### src/rtl/hold_pkg.sv
package hold_pkg;

    typedef enum logic [1:0] {
        ST_RUN  = 2'd0,
        ST_HOLD = 2'd1,
        ST_WARM = 2'd2
    } hold_state_e;

    typedef enum logic [1:0] {
        WU_LONG  = 2'b00,
        WU_SHORT = 2'b01,
        WU_MID   = 2'b10,
        WU_MID2  = 2'b11
    } warm_code_e;

    typedef struct packed {
        logic       level_mode;
        warm_code_e warm_code;
        logic       enter;
    } hold_cmd_t;

endpackage

### src/rtl/hold_sync.sv
module hold_sync #(
    parameter int STAGES = 2
) (
    input  logic clk,
    input  logic rst_n,
    input  logic d,
    output logic q
);
    logic [STAGES-1:0] chain_q;

    always_ff @(posedge clk or negedge rst_n) begin
        if (!rst_n) chain_q <= '0;
        else        chain_q <= {chain_q[STAGES-2:0], d};
    end

    assign q = chain_q[STAGES-1];
endmodule

### src/rtl/hold_divider.sv
module hold_divider #(
    parameter int W = 18
) (
    input  logic         clk,
    input  logic         rst_n,
    input  logic         clr,
    input  logic         en,
    output logic [W-1:0] count
);
    always_ff @(posedge clk or negedge rst_n) begin
        if (!rst_n)  count <= '0;
        else if (clr) count <= '0;
        else if (en)  count <= count + 1'b1;
    end
endmodule

### src/rtl/hold_fsm.sv
module hold_fsm
    import hold_pkg::*;
#(
    parameter int DIV_W      = 18,
    parameter int SHORT_LOG2 = 12,
    parameter int MID_LOG2   = 14,
    parameter int LONG_LOG2  = 16
) (
    input  logic             clk,
    input  logic             rst_n,
    input  logic             cmd_we,
    input  logic [3:0]       cmd_data,
    input  logic             pin_raw,
    input  logic             pin_sync,
    input  logic [DIV_W-1:0] div_count,
    output logic             osc_en,
    output logic             div_clr,
    output logic             core_stall
);
    localparam logic [DIV_W-1:0] MASK_SHORT = DIV_W'((64'd1 << SHORT_LOG2) - 64'd1);
    localparam logic [DIV_W-1:0] MASK_MID   = DIV_W'((64'd1 << MID_LOG2) - 64'd1);
    localparam logic [DIV_W-1:0] MASK_LONG  = DIV_W'((64'd1 << LONG_LOG2) - 64'd1);

    hold_state_e state_q, state_d;
    logic        level_q;
    warm_code_e  code_q;
    logic        low_seen_q;

    hold_cmd_t   cmd;
    logic        accept, refuse, release_now, warm_done;
    logic [DIV_W-1:0] warm_mask;

    assign cmd         = hold_cmd_t'(cmd_data);
    assign accept      = (state_q == ST_RUN) && cmd_we && cmd.enter;
    assign refuse      = accept && cmd.level_mode && pin_sync;
    assign release_now = level_q ? pin_raw : (low_seen_q && pin_raw);

    always_comb begin
        unique case (code_q)
            WU_SHORT: warm_mask = MASK_SHORT;
            WU_LONG:  warm_mask = MASK_LONG;
            default:  warm_mask = MASK_MID;
        endcase
    end

    assign warm_done = (state_q == ST_WARM) && ((div_count & warm_mask) == warm_mask);

    // next-state logic
    always_comb begin
        state_d = state_q;
        unique case (state_q)
            ST_RUN:  if (accept)      state_d = refuse ? ST_WARM : ST_HOLD;
            ST_HOLD: if (release_now) state_d = ST_WARM;
            ST_WARM: if (warm_done)   state_d = ST_RUN;
            default:                  state_d = ST_RUN;
        endcase
    end

    // state register and captured command fields
    always_ff @(posedge clk or negedge rst_n) begin
        if (!rst_n) begin
            state_q    <= ST_RUN;
            level_q    <= 1'b0;
            code_q     <= WU_MID;
            low_seen_q <= 1'b0;
        end else begin
            state_q <= state_d;
            if (accept) begin
                level_q    <= cmd.level_mode;
                code_q     <= cmd.warm_code;
                low_seen_q <= !pin_sync;
            end else if (state_q == ST_HOLD) begin
                low_seen_q <= low_seen_q || !pin_raw;
            end
        end
    end

    // outputs per state
    always_comb begin
        osc_en     = 1'b1;
        div_clr    = 1'b0;
        core_stall = 1'b0;
        unique case (state_q)
            ST_RUN: begin
                div_clr = accept;
            end
            ST_HOLD: begin
                osc_en     = release_now;
                div_clr    = 1'b1;
                core_stall = 1'b1;
            end
            ST_WARM: begin
                div_clr    = warm_done;
                core_stall = 1'b1;
            end
            default: begin
                div_clr = 1'b1;
            end
        endcase
    end
endmodule

### src/rtl/hold_ctrl.sv
module hold_ctrl #(
    parameter int DIV_W      = 18,
    parameter int SHORT_LOG2 = 12,
    parameter int MID_LOG2   = 14,
    parameter int LONG_LOG2  = 16
) (
    input  logic             clk,
    input  logic             rst_n,
    input  logic             cmd_we,
    input  logic [3:0]       cmd_data,
    input  logic             hold_pin,
    output logic             osc_en,
    output logic             div_clr,
    output logic             core_stall,
    output logic             status_hold_n,
    output logic [DIV_W-1:0] tg_count
);
    logic pin_sync;

    hold_sync #(.STAGES(2)) u_sync (
        .clk   (clk),
        .rst_n (rst_n),
        .d     (hold_pin),
        .q     (pin_sync)
    );

    hold_divider #(.W(DIV_W)) u_div (
        .clk   (clk),
        .rst_n (rst_n),
        .clr   (div_clr),
        .en    (osc_en),
        .count (tg_count)
    );

    hold_fsm #(
        .DIV_W      (DIV_W),
        .SHORT_LOG2 (SHORT_LOG2),
        .MID_LOG2   (MID_LOG2),
        .LONG_LOG2  (LONG_LOG2)
    ) u_fsm (
        .clk        (clk),
        .rst_n      (rst_n),
        .cmd_we     (cmd_we),
        .cmd_data   (cmd_data),
        .pin_raw    (hold_pin),
        .pin_sync   (pin_sync),
        .div_count  (tg_count),
        .osc_en     (osc_en),
        .div_clr    (div_clr),
        .core_stall (core_stall)
    );

    assign status_hold_n = !pin_sync;
endmodule

### config.mk
export PLATFORM = sky130hd
export DESIGN_NAME = hold_ctrl
export DESIGN_NICKNAME = d
export VERILOG_FILES = /design/src/rtl/hold_pkg.sv /design/src/rtl/hold_sync.sv /design/src/rtl/hold_divider.sv /design/src/rtl/hold_fsm.sv /design/src/rtl/hold_ctrl.sv
export SDC_FILE = /design/constraint.sdc
export NUM_CORES = 1
export LEC_CHECK = 0
export ABC_AREA = 1
export BUFFER_PORTS_ARGS = -buffer_cell sky130_fd_sc_hd__buf_4
export CORE_ASPECT_RATIO = 1.5
export CORE_UTILIZATION = 40
export CTS_CLUSTER_SIZE = 14
export DETAILED_ROUTE_END_ITERATION = 10
export SYNTH_ARGS = -nofsm -noshare
export SYNTH_HDL_FRONTEND = slang
export SYNTH_HIERARCHICAL = 1
export SYNTH_SLANG_ARGS = --single-unit
### constraint.sdc
create_clock -name clk -period 2.45 [get_ports clk]
set_input_delay 0.245 -clock clk [delete_from_list [all_inputs] [get_ports clk]]
set_output_delay 0.245 -clock clk [all_outputs]
set_load 0.05 [all_outputs]
==> run_results.csv <==
group,metric,value,unit
setup_path,critPathKind,"reg -> reg",
setup_path,cpLargestDelayFamily,"simple AND/OR/NAND/NOR gates",
min_path,worstHoldPathCells,1,
finish,drive_gt1_frac,0.2199,
global_route,overflow,0,
finish,antenna_cells,0,
finish,fin_nets,254,
setup_path,crit_slowest_cell,"dfrtp_1",
logic_synthesis,synth_area,0.001534,mm²
logic_synthesis,yosysUniqueCellTypes,27,
pwr,max-vdd-ir-drop,0.0009735,V
logic_synthesis,ys_seq_elements,26,
pwr,leakagePower,0.9105,nW
placement,io_buffers,29,
flow_run,cap_violations,0,
timing,period_minus_slack,2.105,ns
logic_synthesis,synth_top_family_by_area,"simple AND/OR/NAND/NOR gates",
setup_path,start_kind,"flip-flop",
setup_path,crit_fanout,7,
setup_path,path_buf_inv,2,
floorplan,dieHeight,77.85,µm
pwr,power_density,840.9,mW/mm²
clock_network,cts.clk_slew.worst_paths,0.09,ns
logic_synthesis,synthFlopType,"dfrtp_1",
setup_path,reg2reg_depth,12,
detailed_routing,routedWlPerCell,12.44,µm
detailed_routing,drtPass1Iterations,4,
placement,gp_congestion,0.8018,
timing,hold_violations,0,
global_route,grt_pass1_wl,6016,µm
timing,setup_viol,0,
detailed_routing,drtIter0Drc,26,
floorplan,ios,30,
detailed_routing,vias,1374,
setup_path,crit_cells,12,
setup_path,worst_ep_required_time,2.65,ns
setup_path,cp-end-kind,"flip-flop",
clock_network,tritoncts,"done",
global_route,grt_max_degree,27,
setup_path,cp_cell_sequence,"inv_1 -> ha_1 -> nand3_4 -> clkinv_2 -> nor3_1 -> a31oi_4 -> nor2_1 -> nor2_1 -> nand2_1 -> nor2_1 -> nand2_1 -> a21oi_1",
global_route,antenna_found_initial,0,
floorplan,dieWidth,52.57,µm
logic_synthesis,synth_area_per_cell,7.410,µm²
logic_synthesis,synth-compound-area-share,0.08401,
timing,fmax,475.0,MHz
detailed_routing,drc,0,
timing,max-slew-margin-rel,0.7757,
min_path,hold_class,"in -> reg",
logic_synthesis,synthCells,207,
logic_synthesis,synth.area.mux_share,0,
logic_synthesis,synthXorXnorAreaFrac,0.005710,
clock_network,numCtsBuffers,3,
run_status,status,"completed",
setup_path,cp.arrival,2.31,ns
logic_synthesis,synth_fp_nets,219,
placement,dp_hpwl,2700,µm
finish,final_util,0.5076,
clock_network,cts_max_level,1,
logic_synthesis,synth_edf_count,0,
clock_network,root_buffer,"clkbuf_8",
timing,tightest_slew,0.3338,ns
timing,rsz0062_at_grt,"false",
logic_synthesis,synth.top_cell.area_share,0.4078,
detailed_routing,ant_nets,0,
logic_synthesis,yosysSeqAreaShare,0.4250,
detailed_routing,routed_via_density,4.838,
clock_network,insertion_delay,0.27,ns
setup_path,cp_common_cell,"nor2_1",
floorplan,die_area,0.004092,mm²
setup_path,slowest_delay,0.41,ns
logic_synthesis,synth.area.top_cells,"dfrtp_1 (41%), nand2_1 (13%), nor2_1 (9.1%)",
timing,final_max_slew_viol_count,0,
global_route,track_usage,0.1983,
clock_network,clockBufferDepth,2,
logic_synthesis,async_flop_share,1.000,
clock_network,clkSinkCount,26,
logic_synthesis,synth_fa_ha_area_frac,0.03263,
timing,worst_clock_skew,0.004596,ns
detailed_routing,wirelength,3533,µm
logic_synthesis,ys_warn_count,6,
pwr,design_power_total,1.572,mW
timing,whs,0.09771,ns
floorplan,num_rows,27,
finish,area_delta_synth_final,21.86,%
finish,nFillCells,377,
global_route,grt_pass1_vias,1309,
timing,setup_tns,0,ns
floorplan,core-area,0.003682,mm²
floorplan,initial_core_util,0.4166,
logic_synthesis,yosys.area_share.simple,0.3719,
timing,fin_crit_sh,0.8593,
logic_synthesis,synth.largest_area_cell,"dfrtp_1",
final timing paths:
kind,from,end,slack (ns)
max in group asynchronous,rst_n,u_fsm/code_q[1],1.73
min in group asynchronous,rst_n,u_div/count[3],0.42
worst max register to register,u_fsm/state_q[1],u_div/count[6],0.34
worst min register to register,u_sync/chain_q[0],u_sync/chain_q[1],0.37
worst min-delay path,hold_pin,u_sync/chain_q[0],0.1
worst max-delay path,u_fsm/state_q[1],u_div/count[6],0.34
placed cells by master, fill, tap and decap left out, drive strengths merged:
master / count
ha: 4
nand2: 58
nor2: 44
clkbuf: 4
nand4: 3
and3: 1
buf: 30
dfstp: 1
a21oi: 11
xnor2: 1
and2: 1
clkinv: 1
nor3: 1
dlygate4sd3: 1
nand3: 14
inv: 28
dfrtp: 25
o21ai: 12
a31oi: 1
cell usage after synthesis, types with 3 or more instances:
library cell / number
a21oi_1: 10
dfrtp_1: 25
ha_1: 4
inv_1: 26
nand2_1: 53
nand2_2: 4
nand3_1: 13
nand4_1: 3
nor2_1: 37
nor2_4: 4
o21ai_0: 9
final cells by class:
cell class                      count  area, µm²  area share
Timing Repair Buffer               31      235.2      0.1258
Clock buffer                        4      45.04     0.02410
Inverter                           29      110.1     0.05890
Multi-Input combinational cell    151      773.2      0.4137
Tap cell                           43      53.80     0.02878
Sequential cell                    26      651.9      0.3487
through the flow:
stage / instances / setup slack [ns] / area [µm²]
2_1_floorplan: 207 / 0.1579 / 1549
3_3_place_gp: 279 / 0.4272 / 1814
3_5_place_dp: 279 / 0.3383 / 1814
4_1_cts: 284 / 0.3039 / 1869
5_1_grt: 284 / 0.07405 / 1869
6_report: 284 / 0.3447 / 1869
state kept, by name, indices dropped and copies added, names as in the netlist:
| name | flops |
|---|---|
| u_fsm/state_q | 2 |
| u_div/count | 18 |
| u_sync/chain_q | 2 |
| u_fsm/code_q | 2 |
| u_fsm/level_q | 1 |
| u_fsm/low_seen_q | 1 |
layer usage:
layer,track usage,share of wire,up-vias
li1,-,-,715
met1,0.2382,0.43,634
met2,0.3506,0.53,23
met3,0.03137,0.031,2
met4,0.05526,0.0088,0
met5,0,0,-
worst reg2reg max path, delay by kind of cell (launching register included):
kind	cells	cell delay, ns
AOI/OAI and AO/OA	2	0.32
adders and majority gates	1	0.25
buffers and inverters	2	0.20
DFF	1	0.41
and+or+nand+nor	7	0.86
what timing repair did:
item / CTS / global route
hold buffers: 1 / 0
hold endpoints to repair: 25 / 0
setup buffers: 0 / 0
resized for setup: 0 / 0
report_power, final:
part / internal [mW] / switching, mW / total [mW]
Sequential: 0.498 / 0.0496 / 0.548
Clock: 0.116 / 0.136 / 0.253
Combinational: 0.247 / 0.525 / 0.772
kinds of logic (layout without fill, tap and decap cells):
kind of cell	Yosys count	in the layout
DFF	26	26
xor gates and xnor gates	1	1
and+or+nand+nor	122	122
AOI/OAI and AO/OA	24	24
buffers and inverters	30	64
adders and majority gates	4	4
(Power assumes the default switching activity.)
